[src/rtl/pwrup_pkg.sv]
package pwrup_pkg;
  typedef enum logic [2:0] {
    PH_IDLE   = 3'd0,
    PH_SETTLE = 3'd1,
    PH_SAMPLE = 3'd2,
    PH_GAP    = 3'd3,
    PH_SOFT   = 3'd4,
    PH_RUN    = 3'd5
  } phase_e;

  function automatic int max2(input int a, input int b);
    return (a > b) ? a : b;
  endfunction
endpackage

[src/rtl/pwrup_tick.sv]
module pwrup_tick #(
  parameter int TICK_DIV = 13281
) (
  input  logic clk,
  input  logic rst,
  input  logic clr,
  output logic tick
);
  generate
    if (TICK_DIV <= 1) begin : g_passthru
      assign tick = 1'b1;
    end else begin : g_div
      localparam int PW = $clog2(TICK_DIV);
      localparam logic [PW-1:0] LAST = PW'(TICK_DIV - 1);
      logic [PW-1:0] cnt_q;
      always_ff @(posedge clk) begin
        if (rst || clr || cnt_q == LAST) cnt_q <= '0;
        else                             cnt_q <= cnt_q + PW'(1);
      end
      assign tick = (cnt_q == LAST);
    end
  endgenerate
endmodule

[src/rtl/pwrup_dly.sv]
module pwrup_dly #(
  parameter int CW = 7
) (
  input  logic          clk,
  input  logic          rst,
  input  logic          clr,
  input  logic          tick,
  input  logic [CW-1:0] limit,
  output logic          expire
);
  logic [CW-1:0] ticks_q;
  always_ff @(posedge clk) begin
    if (rst || clr)  ticks_q <= '0;
    else if (tick)   ticks_q <= ticks_q + CW'(1);
  end
  assign expire = tick && (ticks_q == limit - CW'(1));
endmodule

[src/rtl/pwrup_fsm.sv]
module pwrup_fsm
  import pwrup_pkg::*;
(
  input  logic       clk,
  input  logic       rst,
  input  logic       supply_ok,
  input  logic       run_en,
  input  logic       sh_done,
  input  logic       ss_done,
  input  logic       expire,
  output logic       restart,
  output logic       in_settle,
  output logic       sh_start,
  output logic       lsd_off,
  output logic       ea_en,
  output logic       ss_start,
  output logic [2:0] phase
);
  phase_e state_q, state_d;
  logic   go;

  assign go = supply_ok && run_en;

  always_comb begin
    state_d = state_q;
    if (!go) state_d = PH_IDLE;
    else begin
      unique case (state_q)
        PH_IDLE:   state_d = PH_SETTLE;
        PH_SETTLE: if (expire)  state_d = PH_SAMPLE;
        PH_SAMPLE: if (sh_done) state_d = PH_GAP;
        PH_GAP:    if (expire)  state_d = PH_SOFT;
        PH_SOFT:   if (ss_done) state_d = PH_RUN;
        PH_RUN:    state_d = PH_RUN;
        default:   state_d = PH_IDLE;
      endcase
    end
  end

  assign restart   = (state_d != state_q);
  assign in_settle = (state_q == PH_SETTLE);
  assign phase     = state_q;

  always_ff @(posedge clk) begin
    if (rst) begin
      state_q  <= PH_IDLE;
      lsd_off  <= 1'b1;
      sh_start <= 1'b0;
      ea_en    <= 1'b0;
      ss_start <= 1'b0;
    end else begin
      state_q  <= state_d;
      lsd_off  <= (state_d == PH_IDLE) || (state_d == PH_SETTLE) ||
                  (state_d == PH_SAMPLE) || (state_d == PH_GAP);
      sh_start <= (state_d == PH_SAMPLE);
      ea_en    <= (state_d == PH_SOFT) || (state_d == PH_RUN);
      ss_start <= (state_d == PH_SOFT) || (state_d == PH_RUN);
    end
  end


  drop_to_idle_chk: assert property (@(posedge clk) disable iff (rst)
    !(supply_ok && run_en) |=> (phase == 3'd0) && lsd_off && !ea_en && !sh_start);

  sample_exit_chk: assert property (@(posedge clk) disable iff (rst)
    (state_q == PH_SAMPLE) && sh_done && go |=> (phase == 3'd3));

  settle_ignores_done_chk: assert property (@(posedge clk) disable iff (rst)
    (state_q == PH_SETTLE) && !expire && go |=> (phase == 3'd1));

  drv_vs_amp_chk: assert property (@(posedge clk) disable iff (rst)
    ea_en |-> !lsd_off);

  phase_order_chk: assert property (@(posedge clk) disable iff (rst)
    (phase != $past(phase)) |-> (phase == 3'd0) || (phase == $past(phase) + 3'd1));
endmodule

[src/rtl/pwrup_seq.sv]
module pwrup_seq
  import pwrup_pkg::*;
#(
  parameter int TICK_DIV     = 13281,
  parameter int SETTLE_TICKS = 64,
  parameter int GAP_TICKS    = 32
) (
  input  logic       clk,
  input  logic       rst,
  input  logic       supply_ok,
  input  logic       run_en,
  input  logic       sh_done,
  input  logic       ss_done,
  output logic       sh_start,
  output logic       lsd_off,
  output logic       ea_en,
  output logic       ss_start,
  output logic [2:0] phase
);
  localparam int CW = $clog2(max2(SETTLE_TICKS, GAP_TICKS) + 1);
  localparam logic [CW-1:0] SETTLE_LIM = CW'(SETTLE_TICKS);
  localparam logic [CW-1:0] GAP_LIM    = CW'(GAP_TICKS);

  logic restart, in_settle, tick, expire;
  logic [CW-1:0] limit;

  assign limit = in_settle ? SETTLE_LIM : GAP_LIM;

  pwrup_tick #(.TICK_DIV(TICK_DIV)) u_tick (
    .clk(clk), .rst(rst), .clr(restart), .tick(tick)
  );

  pwrup_dly #(.CW(CW)) u_dly (
    .clk(clk), .rst(rst), .clr(restart), .tick(tick),
    .limit(limit), .expire(expire)
  );

  pwrup_fsm u_fsm (
    .clk(clk), .rst(rst), .supply_ok(supply_ok), .run_en(run_en),
    .sh_done(sh_done), .ss_done(ss_done), .expire(expire),
    .restart(restart), .in_settle(in_settle),
    .sh_start(sh_start), .lsd_off(lsd_off), .ea_en(ea_en),
    .ss_start(ss_start), .phase(phase)
  );
endmodule

[config.mk]
export PLATFORM = sky130hd
export DESIGN_NAME = pwrup_seq
export DESIGN_NICKNAME = d
export VERILOG_FILES = /design/src/rtl/pwrup_pkg.sv /design/src/rtl/pwrup_tick.sv /design/src/rtl/pwrup_dly.sv /design/src/rtl/pwrup_fsm.sv /design/src/rtl/pwrup_seq.sv
export SDC_FILE = /design/constraint.sdc
export NUM_CORES = 1
export LEC_CHECK = 0
export ABC_AREA = 1
export CAP_MARGIN = 25
export CORE_ASPECT_RATIO = 1.2
export CORE_MARGIN = 8
export CORE_UTILIZATION = 49
export CTS_CLUSTER_SIZE = 20
export DETAILED_ROUTE_END_ITERATION = 12
export MAX_ROUTING_LAYER = met4
export PLACE_DENSITY = 0.69
export SETUP_SLACK_MARGIN = 0.1
export SYNTH_ARGS = -nofsm -noshare
export SYNTH_HDL_FRONTEND = slang
export SYNTH_SLANG_ARGS = --single-unit
[constraint.sdc]
create_clock -name clk -period 3.5 [get_ports clk]
set_input_delay 0.7 -clock clk [delete_from_list [all_inputs] [get_ports clk]]
set_output_delay 0.7 -clock clk [all_outputs]
set_load 0.005 [all_outputs]
* Word level (Yosys, flattened, before mapping) *
Index checks and enable logic that the tools add are counted.

storage, ports and cells
  register bits after elaboration = 27
  bits in latches = 0
  RAM bits = 0
  bits in read-only memories = 0
  input port bits = 6
  output and inout bits = 7
  word-level logic and storage cells = 39
  memories = 0

operators by class
  add/subtract/negate cells = 3
  $mul = 0
  divide/modulo/power cells = 0
  order comparisons = 0
  equal/unequal tests = 13
  shifts and indexed selects = 0
  mux-type cells = 7
  bitwise logic cells = 0
  reductions and logical operators = 10

operators with widths
  kind                                                                   number
  3-bit case mux with 6 select lines                                     1
  3-bit two-way mux                                                      5
  14-bit by 1-bit adder with 14-bit output, second input constant        1
  14-bit equality test, second input constant                            1
  3-bit by 2-bit equality test with 1-bit output, second input constant  4
  3-bit equality test, second input constant                             4
  7-bit by 1-bit adder with 7-bit output, second input constant          1
  7-bit equality test                                                    1
  7-bit two-way mux                                                      1
  7-bit by 1-bit subtractor with 7-bit output, second input constant     1
  3-bit by 1-bit equality test with 1-bit output, second input constant  2
  3-bit zero test                                                        2
  1-bit logical OR                                                       6
  3-bit inequality test                                                  1
  1-bit logical AND                                                      2

* Longest topological paths before layout *
Gate-level depths: netlist of the first run.

  depth in word-level cells = 12
  depth in mapped cells = 16
  gate-level depth less buffers = 15

* Cells and area by module *
A second synthesis of the first run with hierarchy kept.

second synthesis, totals
  cell total of the unflattened synthesis = 266
  area, all modules = 1665.3 um^2

modules (own cells, without submodules)
  module      times used  cells each  area an instance (um^2)  sequential area each (um^2)
  pwrup_tick  1           109         745.7                    280.3
  pwrup_dly   1           111         598.1                    140.1
  pwrup_fsm   1           44          314.1                    120.1
  pwrup_seq   1           2           7.5                      0.0

* Worst setup path before layout of the first run *
OpenSTA, ideal clock, no wires.

  path type = reg2reg
  start point = register u_tick.g_div.cnt_q[0]
  end point = register u_tick.g_div.cnt_q[2]
  setup time = 0.121 ns
  arrival time = 1.675 ns
  required time = 3.379 ns
  slack = 1.704 ns
  stages on the path, launching flop included = 17
  path buffers = 1
  cell sequence = dfxtp_1 > inv_1 > ha_1 > inv_1 > nor2_1 > nand3_2 > nor2_4 > nand2_2 > nand2_1 > nand2_1 > nand2_1 > nand2_1 > nand2_1 > nor2_4 > nand3_4 > buf_8 > nor2_4

on the way
  cells in the longest elaborated chain, start to end = 8
  elaborated cells between the ends (all ways) = 10
  classes of those cells = add/sub (1); eq/ne (2); mux (4); reduce/logical (3)

ends and longest elaborated chain
  item                                  line                                text
  start: declaration                    pwrup_tick.sv:15                    logic [PW-1:0] cnt_q;
  start signal: assignment              pwrup_tick.sv:18                    else cnt_q <= cnt_q + PW'(1);
  14-bit equality test                  pwrup_tick.sv:17, pwrup_tick.sv:20
  1-bit logical AND                     pwrup_dly.sv:16                     assign expire = tick && (ticks_q == limit - CW'(1));
  3-bit two-way mux (on tied branches)  pwrup_fsm.sv:32, pwrup_fsm.sv:30
  3-bit case mux with 6 select lines    pwrup_fsm.sv:28                     unique case (state_q)
  3-bit two-way mux                     pwrup_fsm.sv:26                     if (!go) state_d = PH_IDLE;
  3-bit inequality test                 pwrup_fsm.sv:40                     assign restart = (state_d != state_q);
  1-bit logical OR (2 in a row)         pwrup_tick.sv:17                    if (rst || clr || cnt_q == LAST) cnt_q <= '0;

Parallel ways exist; a longest one is shown, timed or not.
A chain may end at the register's enable or synchronous reset.

* Worst setup path in the final report of the first run *
  start point = register u_tick.g_div.cnt_q[0]
  end point = register u_tick.g_div.cnt_q[4]

Same word-level chain as after synthesis.

==> out/summary.log, run 1 <==
INFO  outcome        status=finished, final reports clean
INFO  route          final_ant_viol_nets=0
INFO  cells_and_area areaGrowthSynthToFinish=10.7%
INFO  power          vdd_ir_drop_max=0.207mV
INFO  power          p_seq_share=64.3%
INFO  power          clkPwrFrac=27.0%
INFO  timing         final.setup_skew=0.00730ns
INFO  die            dieWidth=66.8µm
INFO  place          postPlaceCellArea=0.00165mm²
INFO  timing         totalNegativeSetupSlack=0ns
INFO  route          total_number_of_vias=1210
INFO  timing         setup_viol=0
INFO  setup_path     crit_required=3.76ns
INFO  synth          synth_enable_flop_cells=0
INFO  place          gpl.final_weighted_congestion=0.847
INFO  setup_path     r2r-end=u_tick.g_div.cnt_q[4]
INFO  cts            tritoncts=yes
INFO  hold_path      hold-path-cell-count=1
INFO  route          drt_iter0_markers=76
INFO  timing         rsz0062_at_grt=false
INFO  cts            cts_made_buffers=3
INFO  run            timing.max_cap.violations=0
INFO  timing         slew_worst_pin=0.373ns
INFO  grt            initial_antenna_violation_count=0
INFO  cells_and_area most_frequent_standard_cell_in_the_layout_excluding_fill_and_tap_cells=inv_1
INFO  synth          synthArstFlopShare=0%
INFO  setup_path     critical_path_class=reg2reg
INFO  grt            grt_start_max_net_pins=16
INFO  power          comb_power_share=8.7%
INFO  synth          primary_ff_master_synth=dfxtp_1
INFO  setup_path     cp_max_fo=14
INFO  die            dieArea=0.00514mm²
INFO  cells_and_area utilization=56.0%
INFO  timing         timing.fmax=0.467GHz
INFO  cts            clock_path_buffers=2
INFO  route          detail_routed_via_count_per_cell=4.92
INFO  synth          synth.distinct_cells=27
INFO  synth          synth_top_cell_by_area=dfxtp_1
INFO  route          finalWirelength=2720µm
INFO  cts            clk_latency=0.32ns
INFO  timing         worst_slew_margin_rel=75.1%
INFO  grt            vias_in_the_first_global_route=1221
INFO  cells_and_area final_nets=220
INFO  timing         maxSlewViolCount=0
INFO  synth          synth_cells=197
INFO  power          net-switching-power=0.119mW
INFO  grt            grt_remaining_overflow=0
INFO  timing         timing.final.hold_violations=0
INFO  route          drtPass1Iterations=4
INFO  hold_path      min-delay-start=u_tick.g_div.cnt_q[0]
INFO  route          drcViolationCount=0
INFO  setup_path     cp_startpoint_kind=register
INFO  die            row_count=22
INFO  timing         period_share=61.1%
INFO  setup_path     crit_arrival=2.40ns
INFO  cells_and_area layout-drive-gt1-share=15.7%
INFO  power          cell_internal_pwr=0.370mW
INFO  synth          synth_area_per_cell=7.71µm²
INFO  place          portBuffers=12
INFO  die            core_area=0.00300mm²
INFO  setup_path     worst_r2r_startpoint=u_tick.g_div.cnt_q[0]
INFO  synth          yosys-top-cells-area=dfxtp_1 (36%), nor2_4 (8.9%), inv_1 (7.7%)
INFO  die            floorplan.initialDensity=50.6%
INFO  power          pwr_density_cell=291mW/mm²
INFO  cts            total_of_cells_resized_after_clock_tree_synthesis=0
INFO  cts            clock-root-buffer=clkbuf_4
INFO  place          hpwl=2200µm
INFO  cts            clkSlewWorstSetupHoldPaths=0.13ns
INFO  grt            grt_first_pass_wirelength=4820µm
INFO  cts            post_cts_hold_buffer_count=0
INFO  timing         finalHoldWorstSlack=0.508ns
INFO  synth          yosysWarnings=0
INFO  cells_and_area antenna-diode-count=0
INFO  hold_path      hold_path_class=reg2reg
INFO  setup_path     reg2reg_setup_slack=1.36ns
INFO  synth          ys_seq_elements=27
INFO  cts            clock_sink_count=27
INFO  route          routedWlPerCell=11.1µm
INFO  synth          fraction_of_the_yosys_area_taken_by_sequential_cells=35.6%
INFO  synth          synthesis.nets=206
INFO  synth          synth.cell_area=0.00152mm²
INFO  cts            cts_max_level=1
INFO  setup_path     r2r_cells=15
INFO  setup_path     end_kind=register
INFO  die            die-height=77.0µm
INFO  die            design.portCount=13
INFO  grt            grt_use_total=11.7%
INFO  cts            setup_repair_bufs_after_cts=0
INFO  cells_and_area final_cell_area=0.00168mm²
INFO  setup_path     critPathLaunch=u_tick.g_div.cnt_q[0]
INFO  power          netSwitchingFraction=24.4%
INFO  power          leakage=0.631nW
INFO  cells_and_area final_cell_mix=inv_1 (31), nand2_1 (29), nor2_1 (28), dfxtp_1 (27), xor2_1 (13)
INFO  hold_path      min_delay_worst_endpoint=u_tick.g_div.cnt_q[0]
INFO  power          design_power_total=0.489mW
INFO  synth          synth.top_cell.area_share=35.6%
INFO  timing         timing.final.crit_period=2.14ns
==> final cells by class <==
| class | count | area, µm² |
|---|---|---|
| inverters | 36 | 135 |
| fillers | 300 | 1320 |
| repair buffers | 12 | 120 |
| well taps | 36 | 45.0 |
| flip-flops and latches | 27 | 541 |
| clock buffers | 3 | 22.5 |
| clock inverters | 1 | 5.00 |
| multi-input cells | 131 | 813 |
==> how the worst max path moves through the flow <==
stage,slack [ns],endpoint
floorplan,1.70,u_tick.g_div.cnt_q[2]
global placement,1.22,u_tick.g_div.cnt_q[13]
detailed placement,1.09,u_tick.g_div.cnt_q[4]
CTS,1.34,u_tick.g_div.cnt_q[13]
global route,1.08,u_tick.g_div.cnt_q[3]
finish,1.36,u_tick.g_div.cnt_q[4]
==> worst max-delay path: stages, from the launching register on <==
cell and delay (ns):
dfxtp_1 0.44, inv_1 0.07, ha_1 0.19, inv_1 0.09, nor2_1 0.06, nand3_2 0.10, nor2_4 0.06, nand2_2 0.09
nand2_1 0.05, nand2_1 0.08, nand2_1 0.08, nand2_1 0.07, nand2_1 0.09, nor2_4 0.13, nand3_4 0.29, nor2_1 0.18
==> power by group through the flow <==
| stage | registers (mW) | logic (mW) | clock network [mW] |
|---|---|---|---|
| finish | 0.314 | 0.0428 | 0.132 |
| global route | 0.315 | 0.0476 | 0.151 |
| CTS | 0.314 | 0.0434 | 0.139 |
| detailed placement | 0.321 | 0.0433 | 0 |
| global placement | 0.321 | 0.0415 | 0 |
| floorplan | 0.320 | 0.0332 | 0 |
==> metal layers <==
| metal | share of wire [%] | GRT usage, % | vias to the layer above |
|---|---|---|---|
| li1 | - | - | 624 |
| met4 | 2.5 | 6.00 | 0 |
| met1 | 41 | 11.9 | 561 |
| met2 | 52 | 20.3 | 18 |
| met3 | 4.0 | 2.18 | 7 |
| met5 | 0 | - | - |
==> logic make-up (layout without fill, tap and decap cells) <==
group / count (synthesis) / after routing / share of synthesized area (%)
AOI/OAI and AO/OA: 6 / 6 / 2.39
xor gates and xnor gates: 17 / 17 / 9.80
adders and majority gates: 3 / 3 / 2.47
buffers and inverters: 39 / 52 / 10.9
DFF: 27 / 27 / 35.6
and+or+nand+nor: 105 / 105 / 38.9
==> metrics by stage <==
stage,std cells,worst slack (ns)
6_report,246,1.36
5_1_grt,246,1.08
4_1_cts,246,1.34
3_5_place_dp,242,1.09
3_3_place_gp,242,1.22
2_1_floorplan,197,1.70
==> cell usage after synthesis, types with 2 or more instances <==
| cell | count |
|---|---|
| inv_2 | 4 |
| xnor2_1 | 4 |
| nand2_2 | 4 |
| nor2_1 | 28 |
| o21ai_0 | 2 |
| nor2_4 | 12 |
| dfxtp_1 | 27 |
| nand3_2 | 3 |
| nand4_1 | 3 |
| a31oi_1 | 2 |
| nor3_2 | 2 |
| buf_4 | 2 |
| ha_1 | 3 |
| nand3_1 | 12 |
| nor2_2 | 2 |
| xor2_1 | 13 |
| inv_1 | 31 |
| nand2_1 | 29 |
| nor3_1 | 6 |
==> state kept, by name (all words and copies together), names as in the netlist <==
name                count
u_fsm.lsd_off           1
u_dly.ticks_q           7
u_fsm.sh_start          1
u_fsm.ss_start          1
u_fsm.phase             3
u_tick.g_div.cnt_q     14
No activity file was read; power rests on OpenSTA's default activity.
==> run 2: changes to the inputs <==
--- a/config.mk
+++ b/config.mk
@@ -13,7 +13,7 @@
 export CTS_CLUSTER_SIZE = 20
 export DETAILED_ROUTE_END_ITERATION = 12
 export MAX_ROUTING_LAYER = met4
-export PLACE_DENSITY = 0.69
+export PLACE_DENSITY = 0.72
 export SETUP_SLACK_MARGIN = 0.1
 export SYNTH_ARGS = -nofsm -noshare
 export SYNTH_HDL_FRONTEND = slang
==> constraint.sdc (replaced) <==
create_clock -name clk -period 1.8 [get_ports clk]
set_input_delay 0.36 -clock clk [delete_from_list [all_inputs] [get_ports clk]]
set_output_delay 0.36 -clock clk [all_outputs]
set_load 0.005 [all_outputs]
==> run 2 against run 1 <==
  * The run now ends with negative setup slack left
  * Clock power is 98% higher
  * Fmax is 17% higher
  * Sequential power is 94% higher
  * Via count is 3.7% higher
  * Non-clock buffer count is 24 higher
  * Combinational power grew to 3.1 times the previous value
  * Count of clock-buffer cells in the layout is 1 higher
  * Wire length is 5.5% higher
  * Design area is 18% higher
  * Worst hold slack better by 0.034 ns
  * Global-route usage is 0.56 points lower
  * Largest power group unchanged
  * Highest routed layer unchanged
==> out/summary.log, run 2 (synthesized netlist as in run 1, its figures left out) <==
INFO  cells_and_area final_cell_mix=inv_1 (29), nand2_1 (26), nor2_1 (22), buf_4 (20), dfxtp_1 (19)
INFO  cells_and_area areaGrowthSynthToFinish=30.2%
INFO  cts            tritoncts=yes
INFO  cts            post_cts_hold_buffer_count=0 [unchanged]
INFO  timing         post-route-worst-setup-slack=-0.0250ns [-1.38 ns]
INFO  route          drt_iter0_markers=31 [-59%]
INFO  cts            clkSlewWorstSetupHoldPaths=0.14ns [about the same]
INFO  setup_path     critical_path_class=reg2reg
INFO  die            core_area=0.00300mm² [unchanged]
INFO  outcome        failed_checks=negative setup slack
INFO  route          routedWlPerCell=10.6µm [-3.9%]
INFO  cells_and_area final_nets=244 [+11%]
INFO  setup_path     end_kind=register
INFO  route          finalWirelength=2870µm [+5.5%]
INFO  grt            grt_start_max_net_pins=15 [-1]
INFO  cts            clock-root-buffer=clkbuf_4
INFO  setup_path     crit_required=2.08ns [-1.68 ns]
INFO  timing         slew_worst_pin=0.303ns [-0.0704 ns]
INFO  cts            cts_max_level=1 [unchanged]
INFO  route          met3_wl_post_dr=90µm [-17%]
INFO  timing         setup_viol=13 [+13]
INFO  cells_and_area largest_register_ffs=14 [unchanged]
INFO  cells_and_area most_frequent_standard_cell_in_the_layout_excluding_fill_and_tap_cells=inv_1
INFO  place          portBuffers=12 [unchanged]
INFO  timing         period_share=101% [+40 points]
INFO  place          gpl.final_weighted_congestion=0.864 [+2.0%]
INFO  route          final_ant_viol_nets=0 [unchanged]
INFO  cells_and_area layout-drive-gt1-share=34.2% [+18 points]
INFO  grt            grt_first_pass_wirelength=4640µm [-3.9%]
INFO  timing         rsz0062_at_grt=true
INFO  cts            clk_latency=0.32ns [about the same]
INFO  cells_and_area antenna-diode-count=0 [unchanged]
INFO  timing         worst_slew_margin_rel=79.7% [+4.5 points]
INFO  timing         final.setup_skew=0.00568ns [-0.00162 ns]
INFO  place          hpwl=2150µm [-2.1%]
INFO  timing         timing.final.crit_period=1.82ns [-0.315 ns]
INFO  timing         maxSlewViolCount=0 [unchanged]
INFO  grt            vias_in_the_first_global_route=1142 [-6.5%]
INFO  die            design.portCount=13 [unchanged]
INFO  route          detail_routed_via_count_per_cell=4.65 [-5.5%]
INFO  route          detailroute.wirelength.met2=1470µm [+3.7%]
INFO  outcome        status=finished, violations left
INFO  timing         totalNegativeSetupSlack=-0.194ns [-0.194 ns]
INFO  die            floorplan.initialDensity=50.6% [unchanged]
INFO  die            die-height=77.0µm [unchanged]
INFO  grt            grt_use_total=11.1% [-0.56 points]
INFO  die            row_count=22 [unchanged]
INFO  route          drtPass1Iterations=4 [unchanged]
INFO  setup_path     cp_startpoint_kind=register
INFO  route          total_number_of_vias=1255 [+3.7%]
INFO  cts            clock_sink_count=27 [unchanged]
INFO  run            timing.max_cap.violations=0 [unchanged]
INFO  hold_path      hold_path_class=reg2reg
INFO  route          routed_met1_length=1280µm [+14%]
INFO  timing         timing.final.hold_violations=0 [unchanged]
INFO  setup_path     cp_max_fo=6 [-8]
INFO  route          drcViolationCount=0 [unchanged]
INFO  power          pwr_density_cell=507mW/mm² [+74%]
INFO  power          vdd_ir_drop_max=0.422mV [+100%]
INFO  cells_and_area largest-register=u_tick.g_div.cnt_q
INFO  route          highest_signal_layer=met4
INFO  power          leakage=0.802nW [+27%]
INFO  cts            cts_made_buffers=3 [unchanged]
INFO  die            dieArea=0.00514mm² [unchanged]
INFO  setup_path     crit_arrival=2.11ns [-0.29 ns]
INFO  grt            initial_antenna_violation_count=0 [unchanged]
INFO  timing         finalHoldWorstSlack=0.542ns [+0.0342 ns]
INFO  grt            grt_remaining_overflow=0 [unchanged]
INFO  cts            clock_path_buffers=2 [unchanged]
INFO  die            dieWidth=66.8µm [unchanged]
INFO  timing         timing.fmax=0.548GHz [+17%]
==> run 2: cell count changes in the layout (fill, tap and decap cells not counted), sizes merged <==
cell	change
buf	+24
clkbuf	+1
clkdlybuf4s50	-3
clkinv	-1
dlygate4sd2	+1
dlymetal6s2s	+2
==> run 2: critical path, cell delays in order (launching register included) <==
cell and delay (ns):
dfxtp_2 0.38, ha_4 0.14, nand3_2 0.05, nor2_2 0.11, nand2_1 0.07, nor2_2 0.15, nand2_2 0.11, nand2_2 0.07
nand2_2 0.06, nand3_2 0.06, nand2_2 0.06, nor2_4 0.13, nand3_4 0.14, buf_12 0.18, nor2_4 0.06
==> run 2: final timing paths <==
check,start,end,slack [ns],cells past startpoint
worst max-delay path,u_dly.ticks_q[1],u_tick.g_div.cnt_q[13],-0.02,14
worst max register to register,u_dly.ticks_q[1],u_tick.g_div.cnt_q[13],-0.02,14
worst min-delay path,u_dly.ticks_q[6],u_dly.ticks_q[6],0.54,3
worst min register to register,u_dly.ticks_q[6],u_dly.ticks_q[6],0.54,3
==> run 2: report_power, final <==
group	switching (mW)	total (mW)	internal [mW]
logic	0.0675	0.132	0.0640
registers	0.00601	0.610	0.604
clock network	0.175	0.262	0.0868
total	0.248	1.00	0.755
==> run 2: what timing repair did <==
action | CTS | global route
hold endpoints to repair | 0 | 0
buffers inserted | 1 | 4
resized for setup | 11 | 17
pin swaps | 0 | 10
setup endpoints to repair | 22 | 23
cloned | 0 | 0
==> run 2: layout make-up <==
cell class | count | area, µm²
fill | 267 | 1020
clock buffer | 4 | 26.3
sequential | 27 | 553
inverter | 36 | 135
timing repair buffer | 36 | 328
multi-input combinational | 131 | 891
tap | 36 | 45.0
==> run 2: stage by stage <==
step	worst slack, ns	instance area (µm²)	cells	utilization [%]	power [mW]
floorplan	0.100	1550	197	-	0.698
global placement	-0.0254	1830	261	61.0	0.738
detailed placement	-0.0583	1830	261	61.0	0.740
CTS	0.0182	1880	266	62.8	0.998
global route	-0.165	1980	270	65.9	1.04
finish	-0.0250	1980	270	65.9	1.00
==> run 2: layer usage <==
metal | track usage [%] | up-vias
li1 | - | 675
met1 | 12.6 | 562
met2 | 19.1 | 14
met3 | 2.03 | 4
met4 | 3.21 | 0
met5 | - | -
